`src/rtl/ckg_pkg.sv`:
```
package ckg_pkg;
  typedef struct packed {
    logic sel;        // 1 = software control
    logic en;         // software enable
    logic hyst_en;    // idle delay on
    logic hyst_long;  // 1 = long idle delay
  } ckg_cfg_t;

  localparam ckg_cfg_t CKG_CFG_RESET = '{sel: 1'b1, en: 1'b1, hyst_en: 1'b0, hyst_long: 1'b0};
endpackage

```
`src/rtl/ckg_cfg_regs.sv`:
```
module ckg_cfg_regs
  import ckg_pkg::*;
#(
  parameter bit HW_ONLY = 1'b0
) (
  input  logic     clk,
  input  logic     rst,
  input  logic     we,
  input  ckg_cfg_t wdata,
  output ckg_cfg_t cfg_q
);
  ckg_cfg_t cfg_r;

  always_ff @(posedge clk) begin
    if (rst) begin
      cfg_r <= CKG_CFG_RESET;
    end else if (we) begin
      cfg_r <= wdata;
    end
  end

  generate
    if (HW_ONLY) begin : g_hw_only
      always_comb begin
        cfg_q     = cfg_r;
        cfg_q.sel = 1'b0;
        cfg_q.en  = 1'b0;
      end
    end else begin : g_sel
      assign cfg_q = cfg_r;
    end
  endgenerate
endmodule

```
`src/rtl/ckg_gate_fsm.sv`:
```
module ckg_gate_fsm
  import ckg_pkg::*;
#(
  parameter int LOW_DLY  = 8,
  parameter int HIGH_DLY = 64
) (
  input  logic     clk,
  input  logic     rst,
  input  ckg_cfg_t cfg,
  input  logic     hw_req,
  output logic     gate_q
);
  localparam int CW = $clog2(HIGH_DLY + 1);
  localparam logic [CW-1:0] LO_LAST = CW'(LOW_DLY - 1);
  localparam logic [CW-1:0] HI_LAST = CW'(HIGH_DLY - 1);

  logic [CW-1:0] idle_cnt;
  logic [CW-1:0] last_idx;

  always_comb begin
    if (!cfg.hyst_en)      last_idx = '0;
    else if (cfg.hyst_long) last_idx = HI_LAST;
    else                    last_idx = LO_LAST;
  end

  always_ff @(posedge clk) begin
    if (rst) begin
      gate_q   <= 1'b1;
      idle_cnt <= '0;
    end else if (cfg.sel) begin
      gate_q   <= cfg.en;
      idle_cnt <= '0;
    end else if (hw_req) begin
      gate_q   <= 1'b1;
      idle_cnt <= '0;
    end else if (gate_q) begin
      if (idle_cnt >= last_idx) begin
        gate_q   <= 1'b0;
        idle_cnt <= '0;
      end else begin
        idle_cnt <= idle_cnt + 1'b1;
      end
    end
  end

  assert_req_opens_R3: assert property (@(posedge clk) disable iff (rst)
    (!cfg.sel && hw_req) |=> gate_q);

  assert_sw_follows_R2: assert property (@(posedge clk) disable iff (rst)
    cfg.sel |=> (gate_q == $past(cfg.en)));

  assert_close_needs_idle_R7: assert property (@(posedge clk) disable iff (rst)
    (!cfg.sel && !$past(cfg.sel) && $fell(gate_q)) |-> !$past(hw_req));

  assert_cnt_bound_R6: assert property (@(posedge clk) disable iff (rst)
    idle_cnt < CW'(HIGH_DLY));
endmodule

```
`src/rtl/ckg_sync.sv`:
```
module ckg_sync #(
  parameter int STAGES = 2
) (
  input  logic clk,
  input  logic rst,
  input  logic d,
  output logic q
);
  logic [STAGES-1:0] sr;

  always_ff @(posedge clk) begin
    if (rst) sr <= '1;
    else     sr <= {sr[STAGES-2:0], d};
  end

  assign q = sr[STAGES-1];

  assert_status_lag_R8: assert property (@(posedge clk) disable iff (rst)
    $past(!rst, STAGES) |-> (q == $past(d, STAGES)));
endmodule

```
`src/rtl/ckgate_ctrl.sv`:
```
module ckgate_ctrl
  import ckg_pkg::*;
#(
  parameter bit HW_ONLY     = 1'b0,
  parameter int LOW_DLY     = 8,
  parameter int HIGH_DLY    = 64,
  parameter int SYNC_STAGES = 2
) (
  input  logic clk,
  input  logic rst,
  input  logic cfg_we_i,
  input  logic cfg_sel_i,
  input  logic cfg_en_i,
  input  logic cfg_hyst_en_i,
  input  logic cfg_hyst_long_i,
  input  logic hw_req_i,
  output logic gate_en_o,
  output logic status_o
);
  ckg_cfg_t wdata, cfg;
  logic gate;

  assign wdata = '{sel: cfg_sel_i, en: cfg_en_i, hyst_en: cfg_hyst_en_i, hyst_long: cfg_hyst_long_i};

  ckg_cfg_regs #(.HW_ONLY(HW_ONLY)) u_cfg (
    .clk(clk), .rst(rst), .we(cfg_we_i), .wdata(wdata), .cfg_q(cfg)
  );

  ckg_gate_fsm #(.LOW_DLY(LOW_DLY), .HIGH_DLY(HIGH_DLY)) u_fsm (
    .clk(clk), .rst(rst), .cfg(cfg), .hw_req(hw_req_i), .gate_q(gate)
  );

  ckg_sync #(.STAGES(SYNC_STAGES)) u_sync (
    .clk(clk), .rst(rst), .d(gate), .q(status_o)
  );

  assign gate_en_o = gate;

  generate
    if (HW_ONLY) begin : g_hw_chk
      assert_hw_only_auto_R9: assert property (@(posedge clk) disable iff (rst)
        hw_req_i |=> gate_en_o);
    end
  endgenerate
endmodule

```
`config.mk`:
```
export PLATFORM = sky130hd
export DESIGN_NAME = ckgate_ctrl
export DESIGN_NICKNAME = d
export VERILOG_FILES = /design/src/rtl/ckg_pkg.sv /design/src/rtl/ckg_cfg_regs.sv /design/src/rtl/ckg_gate_fsm.sv /design/src/rtl/ckg_sync.sv /design/src/rtl/ckgate_ctrl.sv
export SDC_FILE = /design/constraint.sdc
export NUM_CORES = 1
export LEC_CHECK = 0
export BUFFER_PORTS_ARGS = -buffer_cell sky130_fd_sc_hd__buf_2
export CAP_MARGIN = 25
export CORE_MARGIN = 2
export CORE_UTILIZATION = 45
export DETAILED_ROUTE_END_ITERATION = 10
export RECOVER_POWER = 25
export SETUP_SLACK_MARGIN = 0.1
export SYNTH_ARGS = -nofsm -noshare
export SYNTH_HDL_FRONTEND = slang
export SYNTH_SLANG_ARGS = --single-unit
```
`constraint.sdc`:
```
create_clock -name clk -period 2.7 [get_ports clk]
set_clock_uncertainty 0.2 [all_clocks]
set_input_delay 0.135 -clock clk [delete_from_list [all_inputs] [get_ports clk]]
set_output_delay 0.135 -clock clk [all_outputs]
set_load 0.05 [all_outputs]
```
# Word level (Yosys, flattened, before mapping)

Cells that the tools add are included.
Widths: inputs -> output; s select.

Mux-type cells: 7
Order comparisons: 1
Reductions and logical operators: 1
Add/sub/neg operators: 1

Operators by type and width:

| operator            | number |
|---|---|
| $mux 7              | 2 |
| $add 7x1->7 const B | 1 |
| $ge 7x7->1          | 1 |
| $mux 6              | 1 |
| $mux 1              | 4 |
| $reduce_or 3->1     | 1 |

Output and inout bits: 2
Register bits after elaboration: 14
Word-level logic and storage cells: 17
Bits of input ports: 8

# Longest topological paths before layout

Gate-level depths: netlist of the first run.

Word-level depth: 7
Depth in mapped cells: 7
Gate-level depth less buffers: 7

# By module

Synthesis of the first run repeated with hierarchy kept, for this count alone.

Cells, all modules: 81
Area, all modules: 708.2 um^2

By module, submodules not included:

| module       | times used | area an instance (um^2) | cells each |
|---|---|---|---|
| ckg_gate_fsm | 1          | 518.0                   | 65 |
| ckg_cfg_regs | 1          | 137.6                   | 12 |
| ckg_sync     | 1          | 52.6                    | 4 |

# Least setup slack after synthesis of the first run

Ideal clock, no wire load.

Kind: flip-flop to flip-flop
Start point: reg u_fsm.idle_cnt[0]
End point: reg u_fsm.idle_cnt[6]
Slack: 0.768 ns
Required time: 2.440 ns
Period minus slack after synthesis: 1.932 ns
Buffers on the path: 0
Setup time: 0.060 ns
Cell stages (with the launch flop): 8
Arrival time: 1.672 ns
Cell sequence: dfxtp_1 inv_1 ha_1 nand2b_4 a2111oi_4 o211ai_4 nor2_2 a32o_2

Longest elaborated chain between the ends: 2
Elaborated cells between the ends (all ways): 3
Those cells by class: 1 x add/sub; 1 x order compare; 1 x mux

Ends and longest elaborated chain:

| what                                      | line                                   | source |
|---|---|---|
| start, declared                           | ckg_gate_fsm.sv:17                     | `logic [CW-1:0] idle_cnt;` |
| start signal, assigned                    | ckg_gate_fsm.sv:41                     | `idle_cnt <= idle_cnt + 1'b1;` |
| $add 7x1->7 or $ge 7x7->1 (tied branches) | ckg_gate_fsm.sv:41, ckg_gate_fsm.sv:37 |  |
| $mux 7 (*)                                | ckg_gate_fsm.sv:37                     | `if (idle_cnt >= last_idx) begin` |

Mark *: on every way between the ends. The rest lies on a longest branch, timed or not.
A chain may end at the register's enable or synchronous reset.

# Final worst setup path of the first run

Start point: reg u_fsm.idle_cnt[0]
End point: reg u_fsm.idle_cnt[2]

The elaborated chain is that of the path after synthesis.

==> flow_summary_export.csv, run 1 <==
group,metric,value,unit
layout,n_antenna_cell,0,
placement,dp_hpwl,1.02,mm
drt,drtAntennaViolNets,0,
critical_path,end_kind,"flip-flop",
min_path,min_path_cells,3,
sta,rsz0062_at_grt,"false",
drt,drtIter0Drc,5,
logic_synthesis,syn-num-nets,88,
drt,route.met2.wl,650,um
layout,postLayoutCellArea,918,sq um
layout,n_fill_cell,131,
logic_synthesis,synthSimpleGateAreaFrac,0.192,
logic_synthesis,synth_seq_cells,14,
critical_path,crit_fanout,9,
clock_network,clock-sinks,14,
logic_synthesis,synth.most_common_cell,"dfxtp_1",
floorplanning,die_h,45.2,um
critical_path,rr_endpoint,"u_fsm.idle_cnt[2]$_SDFFE_PP0P_",
drt,wl_met1,660,um
critical_path,crit_type,"flip-flop to flip-flop",
power_and_ir_drop,total_power,0.000385,W
placement,place.gp.congestion,0.712,
sta,fin_crit_sh,0.779,
global_route,grt_pass1_wl,2.50,mm
placement,placedCellCount,97,
layout,multi_input_area,455,sq um
min_path,holdPathEnd,"u_fsm.gate_q$_SDFF_PP1_",
floorplanning,core,1540,sq um
clock_network,clockBufferDepth,2,
power_and_ir_drop,vdd_drop_max,0.000231,V
critical_path,ff2ff_setup_slack,0.60,ns
min_path,worstHoldStart,"hw_req_i",
sta,final-hold-violation-count,0,
drt,vias,586,
logic_synthesis,ys.flop_type,"dfxtp_1",
placement,place_area,820,sq um
layout,nNetsFinal,109,
logic_synthesis,syn_inst,73,
drt,post-route-drc-count,0,
logic_synthesis,synthTopCellsByCount,"14 x dfxtp_1, 7 x ha_1, 5 x inv_1, 5 x nand2_1, 5 x o21ai_0",
layout,register_area,280,sq um
critical_path,crit_required,2.72,ns
critical_path,critPathMaxStageDelay,0.44,ns
layout,layout.cells.non_filler,108,
floorplanning,die_w,45.2,um
logic_synthesis,synth_top_family_by_area,"compound AO/OA/AOI/OAI gates",
critical_path,ff2ff_path_depth,7,
clock_network,post_cts_buffers,0,
logic_synthesis,ys_seq_area_frac,0.368,
layout,drive_gt1_frac,0.239,
logic_synthesis,async_reset_ff_frac,0,
logic_synthesis,synth.area.mux_share,0.0263,
global_route,antenna_found_initial,0,
sta,slew_headroom,0.611,
logic_synthesis,synth-xor-area-share,0.0115,
global_route,grt_max_degree,10,
power_and_ir_drop,power_leakage,0.379,nW
floorplanning,ios,10,
clock_network,clock_latency,0.28,ns
logic_synthesis,synth-edff-count,0,
sta,tns,0,ns
clock_network,h-tree-depth,1,
global_route,grt_pass1_vias,583,
critical_path,crit_arrival,2.13,ns
power_and_ir_drop,powerDensity,419,nW/um^2
drt,via_per_inst,5.43,
clock_network,clkSlewWorstSetupHoldPaths,0.08,ns
floorplanning,initial_core_util,0.494,
placement,port_buffers,9,
sta,slew_violations,0,
clock_network,clockRootBuffer,"clkbuf_4",
drt,drt-total-wl,1.39,mm
logic_synthesis,yosysTopAreaCell,"dfxtp_1",
min_path,hp-class,"input pin to flip-flop",
clock_network,tritoncts,"built",
global_route,track_usage,0.172,
floorplanning,die_area,2040,sq um
logic_synthesis,syn_area,762,sq um
flow_run,maxCapViolations,0,
sta,whs,0.0403,ns
logic_synthesis,synth_top_area_frac,0.368,
critical_path,crit_slowest_cell,"a2111oi_4",
floorplanning,fp-row-count,14,
logic_synthesis,avgSynthCellArea,10.4,sq um
drt,wire_per_inst,12.8,um
sta,clock.fmax,476,MHz
drt,drtPass1Iterations,4,
critical_path,startpoint_type,"flip-flop",
logic_synthesis,synth_area_leaders,"dfxtp_1 37%, ha_1 11%, a2111oi_4 7.2%",
sta,worst_pin_slew,0.586,ns
clock_network,cts_buffers,3,
logic_synthesis,synth_adder_area_share,0.115,
layout,area_growth,20.5,%
logic_synthesis,synth_cell_types,29,
critical_path,path_cells,"inv_1 -> ha_1 -> nand2b_4 -> a2111oi_4 -> o211ai_4 -> nor3b_2 -> a21o_1",
critical_path,regToRegStartpoint,"u_fsm.idle_cnt[0]$_SDFFE_PP0P_",
sta,setup_viol,0,
sta,finalCriticalPeriod,2.10,ns
logic_synthesis,synth_warnings,0,
global_route,grt_overflow,0,
drt,wl_met3,40,um
run_status,status,"finished, final reports clean",
drt,highest_layer,"met4",
logic_synthesis,synth_compound_gate_area_share,0.253,
cell families (layout without fill, tap and decap cells):
logic type,after synthesis,in the layout
buffers and inverters,6,25
AND/OR/NAND/NOR,25,25
flip-flops,14,14
AO/OA/AOI/OAI,18,18
XOR/XNOR,1,1
adder cells (fa/ha/maj),7,7
multiplexers,2,2
worst max-delay path, delay by kind of cell, from the launching register on:
| kind | cells | cell delay [ns] |
|---|---|---|
| DFF | 1 | 0.42 |
| adders and majority gates | 1 | 0.27 |
| buffers and inverters | 1 | 0.07 |
| AOI/OAI and AO/OA | 3 | 0.74 |
| and+or+nand+nor | 2 | 0.37 |
cell usage in the layout (no fill, tap or decap), drive strengths merged, types with 2 or more instances in the layout:
cell         netlist  final
a2111oi            2      2
a211o              3      3
buf                1      6
clkbuf             0      6
dfxtp             14     14
dlygate4sd3        0      8
ha                 7      7
inv                5      5
mux2i              2      2
nand2              5      5
nand3              3      3
nor2               6      6
nor2b              3      3
nor3               2      2
o21ai              5      5
or2                2      2
state kept, by name, summed over array words and instances, names as in the netlist:
| name | flops |
|---|---|
| u_cfg.cfg_q | 4 |
| u_fsm.gate_q | 1 |
| u_fsm.idle_cnt | 7 |
| u_sync.sr | 2 |
metrics by stage:
step	util	worst slack, ns
CTS	0.598	0.575
global placement	0.532	0.606
global route	0.596	0.428
floorplan	-	0.768
finish	0.596	0.597
detailed placement	0.532	0.596
metal layers:
layer  vias up  global-route usage
met4         0               0.106
met5         -                   0
li1        303                   -
met1       269               0.226
met2         9               0.266
met3         5              0.0240
report_power, final:
part	switching, W	internal, W	total, W
clock network	0.0000626	0.0000517	0.000114
logic	0.0000255	0.0000278	0.0000533
registers	0.00000479	0.000212	0.000217
total	0.0000929	0.000292	0.000385
cell type report:
cell class / count / share of cell area
sequential: 14 / 0.305
timing repair buffer: 17 / 0.132
clock buffer: 3 / 0.0245
inverter: 5 / 0.0204
tap: 16 / 0.0218
multi-input combinational: 53 / 0.496
worst max-delay path by stage:
stage                                   start                        endpoint  slack [ns]  depth (start not counted)
3_5_place_dp   u_fsm.idle_cnt[0]$_SDFFE_PP0P_  u_fsm.idle_cnt[2]$_SDFFE_PP0P_        0.60                          7
3_3_place_gp   u_fsm.idle_cnt[0]$_SDFFE_PP0P_  u_fsm.idle_cnt[6]$_SDFFE_PP0P_        0.61                          7
4_1_cts        u_fsm.idle_cnt[0]$_SDFFE_PP0P_  u_fsm.idle_cnt[2]$_SDFFE_PP0P_        0.58                          7
6_report       u_fsm.idle_cnt[0]$_SDFFE_PP0P_  u_fsm.idle_cnt[2]$_SDFFE_PP0P_        0.60                          7
5_1_grt        u_fsm.idle_cnt[0]$_SDFFE_PP0P_  u_fsm.idle_cnt[2]$_SDFFE_PP0P_        0.43                          7
2_1_floorplan  u_fsm.idle_cnt[0]$_SDFFE_PP0P_  u_fsm.idle_cnt[6]$_SDFFE_PP0P_        0.77                          7
repair_timing:
| item | CTS | global route |
|---|---|---|
| hold endpoints to repair | 6 | 0 |
| resized for setup | 0 | 0 |
| hold buffers | 8 | 0 |
Note: power is estimated with default switching activity, not from simulation.
==> run 2, diff against run 1 <==
- clock period: 2.7 -> 2.1 ns (I/O delays scaled with it)
==> run 2 against run 1 <==
Net effect:
- worst hold slack worse by 0.0047 ns
- flip-flop and latch count did not move
- setup slack got worse by 0.51 ns
- wire length rose by 17%
- critical endpoint is now u_fsm.idle_cnt[6]$_SDFFE_PP0P_
- clock power rose by 68%
==> flow_summary_export.csv, run 2 (same netlist as run 1, synthesis figures left out) <==
group,metric,value,unit
run_status,status,"finished, final reports clean",
floorplanning,die_area,2040,sq um
power_and_ir_drop,seqPwrFrac,0.505,
clock_network,clockRootBuffer,"clkbuf_4",
critical_path,crit_arrival,2.04,ns
layout,area_growth,40.1,%
clock_network,clock-sinks,14,
placement,place_area,842,sq um
global_route,grt_pass1_vias,607,
sta,clock.fmax,496,MHz
critical_path,cp-endpoint,"u_fsm.idle_cnt[6]$_SDFFE_PP0P_",
critical_path,rr_endpoint,"u_fsm.idle_cnt[6]$_SDFFE_PP0P_",
placement,port_buffers,9,
flow_run,maxCapViolations,0,
floorplanning,initial_core_util,0.494,
drt,drtIter0Drc,17,
placement,place.gp.congestion,0.733,
sta,rsz0062_at_grt,"true",
placement,dp_hpwl,947,um
critical_path,regToRegStartpoint,"u_cfg.cfg_q[1]$_SDFFE_PP0P_",
power_and_ir_drop,internal-power,0.000423,W
sta,final-hold-violation-count,0,
drt,drt-total-wl,1.62,mm
layout,nNetsFinal,115,
critical_path,crit_fanout,5,
floorplanning,die_w,45.2,um
critical_path,startpoint_type,"flip-flop",
sta,finalCriticalPeriod,2.02,ns
critical_path,path_cells,"ha_1 -> nand2b_4 -> a2111oi_4 -> buf_4 -> o211ai_4 -> nor2_2 -> a32o_2",
min_path,hp-class,"input pin to flip-flop",
global_route,grt_pass1_wl,2.53,mm
floorplanning,die_h,45.2,um
drt,wire_per_inst,14.1,um
clock_network,cts_buffers,3,
drt,drtAntennaViolNets,0,
drt,via_per_inst,5.60,
power_and_ir_drop,vdd_drop_max,0.000297,V
layout,final_util,0.692,
sta,slew_violations,0,
power_and_ir_drop,clkPwrFrac,0.343,
power_and_ir_drop,pwr-share-comb,0.152,
clock_network,tritoncts,"built",
layout,postLayoutCellArea,1070,sq um
drt,drtPass1Iterations,4,
drt,vias,644,
floorplanning,ios,10,
layout,regMostFlops,"u_fsm.idle_cnt",
power_and_ir_drop,power_leakage,0.426,nW
power_and_ir_drop,powerDensity,521,nW/um^2
sta,slew_headroom,0.572,
clock_network,h-tree-depth,1,
clock_network,clkSlewWorstSetupHoldPaths,0.09,ns
clock_network,clockBufferDepth,2,
floorplanning,core,1540,sq um
critical_path,crit_slowest_cell,"dfxtp_4",
clock_network,clock_latency,0.27,ns
global_route,track_usage,0.171,
floorplanning,fp-row-count,14,
layout,mostFrequentLayoutCells,"12 x dfxtp_1, 9 x dlygate4sd3_1, 6 x buf_2, 5 x o21ai_0",
critical_path,crit_required,2.12,ns
critical_path,worst-path-stages,7,
global_route,grt_max_degree,10,
critical_path,crit_family,"compound AO/OA/AOI/OAI gates",
critical_path,crit_type,"flip-flop to flip-flop",
power_and_ir_drop,sw_frac_of_total,0.239,
sta,setup_viol,0,
global_route,antenna_found_initial,0,
critical_path,end_kind,"flip-flop",
global_route,grt_overflow,0,
layout,drive_gt1_frac,0.374,
sta,tns,0,ns
power_and_ir_drop,p_sw,0.000133,W
layout,largest_reg_flops,7,
sta,fin_crit_sh,0.961,
layout,n_antenna_cell,0,
critical_path,ff2ff_setup_slack,0.08,ns
layout,final_common_cell,"dfxtp_1",
drt,post-route-drc-count,0,
sta,worst_pin_slew,0.638,ns
critical_path,critPathMaxStageDelay,0.38,ns
critical_path,ff2ff_path_depth,7,
critical_path,crit_path_start,"u_cfg.cfg_q[1]$_SDFFE_PP0P_",
critical_path,cp_num_buf_inv,1,
[run 2: worst min-delay path: cells and delay by family]
family,cells,cell delay [ns]
compound gates,1,0.18
buf+inv,1,0.08
simple gates,1,0.10
[run 2: worst min path at each step]
stage | from | to | slack (ns) | cells after the start
2_1_floorplan | cfg_we_i | u_cfg.cfg_q[2]$_SDFFE_PP1P_ | 0.02 | 1
3_3_place_gp | cfg_sel_i | u_cfg.cfg_q[3]$_SDFFE_PP1P_ | 0.11 | 2
3_5_place_dp | cfg_sel_i | u_cfg.cfg_q[3]$_SDFFE_PP1P_ | 0.12 | 2
4_1_cts | hw_req_i | u_fsm.gate_q$_SDFF_PP1_ | 0.03 | 3
5_1_grt | hw_req_i | u_fsm.gate_q$_SDFF_PP1_ | 0.07 | 3
6_report | hw_req_i | u_fsm.gate_q$_SDFF_PP1_ | 0.04 | 3
[run 2: routing by layer]
layer / global-route usage / vias to the layer above / wire length [um]
met1: 0.216 / 306 / 747
met2: 0.280 / 17 / 801
li1: - / 321 / -
met3: 0.0280 / 0 / 70
met4: 0.0882 / 0 / 0
met5: 0 / - / 0
[run 2: area by class of cell]
cell class	instances	area, sq um
Clock buffer	4	36.3
Tap cell	16	20.0
Multi-Input combinational cell	54	543
Timing Repair Buffer	22	161
Inverter	5	21.3
Fill cell	122	474
Sequential cell	14	285
[run 2: power groups by stage]
stage / Sequential, W / Combinational [W] / Clock (W)
detailed placement: 0.000285 / 0.0000566 / 0
finish: 0.000281 / 0.0000844 / 0.000191
CTS: 0.000279 / 0.0000769 / 0.000200
global route: 0.000282 / 0.0000917 / 0.000208
floorplan: 0.000290 / 0.0000368 / 0
global placement: 0.000285 / 0.0000564 / 0
[run 2: repair_timing]
action | in CTS | in global routing
hold endpoints to repair | 7 | 0
pin swaps | 2 | 9
gates resized for setup | 1 | 13
endpoints found under the setup margin | 4 | 7
gates cloned | 1 | 0
buffers inserted | 1 | 0
hold buffers | 9 | 0
[run 2: stage by stage]
step	setup slack, ns	cells	total power [W]	hold slack (ns)
after global routing	-0.0193	115	0.000582	0.0713
after floorplan	0.168	73	0.000327	0.0228
after global placement	0.105	100	0.000342	0.110
final	0.0829	115	0.000556	0.0356
after CTS	0.106	115	0.000556	0.0314
after detailed placement	0.0606	100	0.000342	0.119
==> run 3, diff against run 2 <==
- CORE_MARGIN: 2 -> 1
==> run 3 against run 2 <==
Net effect:
- total power increased by 3.0%
- combinational power up 5.6%
- clock power rose by 6%
- die area decreased by 8.7%
- non-clock buffer count rose by 2
- critical path depth unchanged
- register-to-register slack better by 0.04 ns
- utilization increased by 0.97 points
- critical path type unchanged
- largest cell class unchanged
==> flow_summary_export.csv, run 3 (same netlist as run 1, synthesis figures left out) <==
group,metric,value,unit
sta,rsz0062_at_grt,"true",
critical_path,end_kind,"flip-flop",
layout,regMostFlops,"u_fsm.idle_cnt",
clock_network,clock-sinks,14,
min_path,hp-class,"input pin to flip-flop",
global_route,track_usage,0.199,
layout,area_growth,42.0,%
layout,n_antenna_cell,0,
layout,largest_reg_flops,7,
run_status,status,"finished, final reports clean",
layout,mostFrequentLayoutCells,"12 x dfxtp_1, 9 x dlygate4sd3_1, 6 x buf_2, 6 x buf_4, 5 x o21ai_0",
drt,drtIter0Drc,9,
global_route,antenna_found_initial,0,
floorplanning,die_h,43.2,um
flow_run,maxCapViolations,0,
drt,drt-total-wl,1.66,mm
critical_path,crit_arrival,2.01,ns
drt,via_per_inst,5.53,
critical_path,crit_type,"flip-flop to flip-flop",
layout,multi_input_area,543,sq um
placement,dp_hpwl,1.03,mm
power_and_ir_drop,p_sw,0.000145,W
drt,drtPass1Iterations,4,
clock_network,cts_buffers,3,
power_and_ir_drop,power_leakage,0.437,nW
global_route,grt_pass1_vias,637,
global_route,grt_pass1_wl,2.68,mm
drt,wl_met3,32,um
clock_network,clock_latency,0.29,ns
clock_network,tritoncts,"built",
layout,final_common_cell,"dfxtp_1",
floorplanning,die_w,43.2,um
sta,worst_pin_slew,0.665,ns
critical_path,crit_required,2.14,ns
layout,nNetsFinal,117,
sta,clock.fmax,507,MHz
drt,wire_per_inst,14.2,um
sta,slew_violations,0,
sta,setup_ws,0.127,ns
drt,vias,647,
layout,register_area,285,sq um
power_and_ir_drop,sw_frac_of_total,0.254,
power_and_ir_drop,vdd_drop_max,0.000447,V
drt,highest_layer,"met4",
layout,postLayoutCellArea,1080,sq um
floorplanning,core,1540,sq um
placement,place.gp.congestion,0.734,
power_and_ir_drop,seqPwrFrac,0.491,
critical_path,crit_fanout,5,
floorplanning,ios,10,
sta,final-hold-violation-count,0,
sta,tns,0,ns
floorplanning,die_area,1860,sq um
sta,fin_crit_sh,0.939,
placement,place_area,842,sq um
floorplanning,initial_core_util,0.494,
layout,drive_gt1_frac,0.386,
global_route,grt_max_degree,10,
power_and_ir_drop,pwr-share-comb,0.156,
clock_network,clockBufferDepth,2,
power_and_ir_drop,powerDensity,529,nW/um^2
drt,drtAntennaViolNets,0,
clock_network,clkSlewWorstSetupHoldPaths,0.09,ns
sta,finalCriticalPeriod,1.97,ns
layout,n_fill_cell,115,
sta,setup_viol,0,
power_and_ir_drop,clkPwrFrac,0.353,
clock_network,h-tree-depth,1,
drt,wl_met1,798,um
layout,final_util,0.702,
placement,port_buffers,9,
clock_network,clockRootBuffer,"clkbuf_4",
drt,route.met2.wl,794,um
global_route,grt_overflow,0,
critical_path,startpoint_type,"flip-flop",
sta,slew_headroom,0.553,
floorplanning,fp-row-count,14,
placement,pre_cts_slack,0.0427,ns
power_and_ir_drop,internal-power,0.000427,W
drt,post-route-drc-count,0,
==> run 3: changes by cell type in the layout (fill, tap and decap cells not counted), sizes merged <==
cell / delta
buf: +2
==> run 3: final timing paths <==
kind	startpoint	endpoint	slack, ns	depth (start not counted)
setup / recovery	u_cfg.cfg_q[1]$_SDFFE_PP0P_	u_fsm.idle_cnt[6]$_SDFFE_PP0P_	0.13	7
hold / removal	hw_req_i	u_fsm.gate_q$_SDFF_PP1_	0.04	3
setup reg to reg	u_cfg.cfg_q[1]$_SDFFE_PP0P_	u_fsm.idle_cnt[6]$_SDFFE_PP0P_	0.13	7
hold reg to reg	u_sync.sr[0]$_SDFF_PP1_	u_sync.sr[1]$_SDFF_PP1_	0.23	1
==> run 3: final cells by class <==
class / count / share of cell area
multi-input combinational: 54 / 0.502
tap: 16 / 0.0185
timing repair buffer: 24 / 0.163
sequential: 14 / 0.264
inverter: 5 / 0.0197
clock buffer: 4 / 0.0335
==> run 3: what timing repair did <==
action                                  in CTS  in global routing
endpoints found under the hold margin        7                  0
endpoints found under the setup margin       5                  6
pin swaps                                    3                 10
gates cloned                                 1                  0
hold buffers                                 9                  0
setup buffers                                1                  2
gates resized for setup                      4                 10
==> run 3: worst max-delay path: stages (launching register included) <==
cell       delay (ns)
dfxtp_4          0.38
ha_1             0.29
nand2b_4         0.15
a2111oi_4        0.27
buf_4            0.19
o211ai_4         0.12
nor2_2           0.17
a32o_2           0.16
==> run 3: routing by layer <==
metal | vias to the layer above | GRT usage
met5 | - | 0
met1 | 313 | 0.232
met3 | 4 | 0.0255
met2 | 6 | 0.334
met4 | 0 | 0.127
li1 | 324 | -
==> run 3: power by group through the flow <==
stage	Combinational, W	Clock [W]	Sequential, W
2_1_floorplan	0.0000368	0	0.000290
6_report	0.0000891	0.000202	0.000281
3_3_place_gp	0.0000564	0	0.000285
4_1_cts	0.0000810	0.000201	0.000280
3_5_place_dp	0.0000576	0	0.000285
5_1_grt	0.0000976	0.000211	0.000283
==> run 3: per-stage QoR <==
| step | cells | power [W] | hold WS, ns |
|---|---|---|---|
| after floorplan | 73 | 0.000327 | 0.0228 |
| after global placement | 100 | 0.000342 | 0.111 |
| after detailed placement | 100 | 0.000343 | 0.118 |
| after CTS | 115 | 0.000562 | 0.0432 |
| after global routing | 117 | 0.000591 | 0.0735 |
| final | 117 | 0.000573 | 0.0431 |
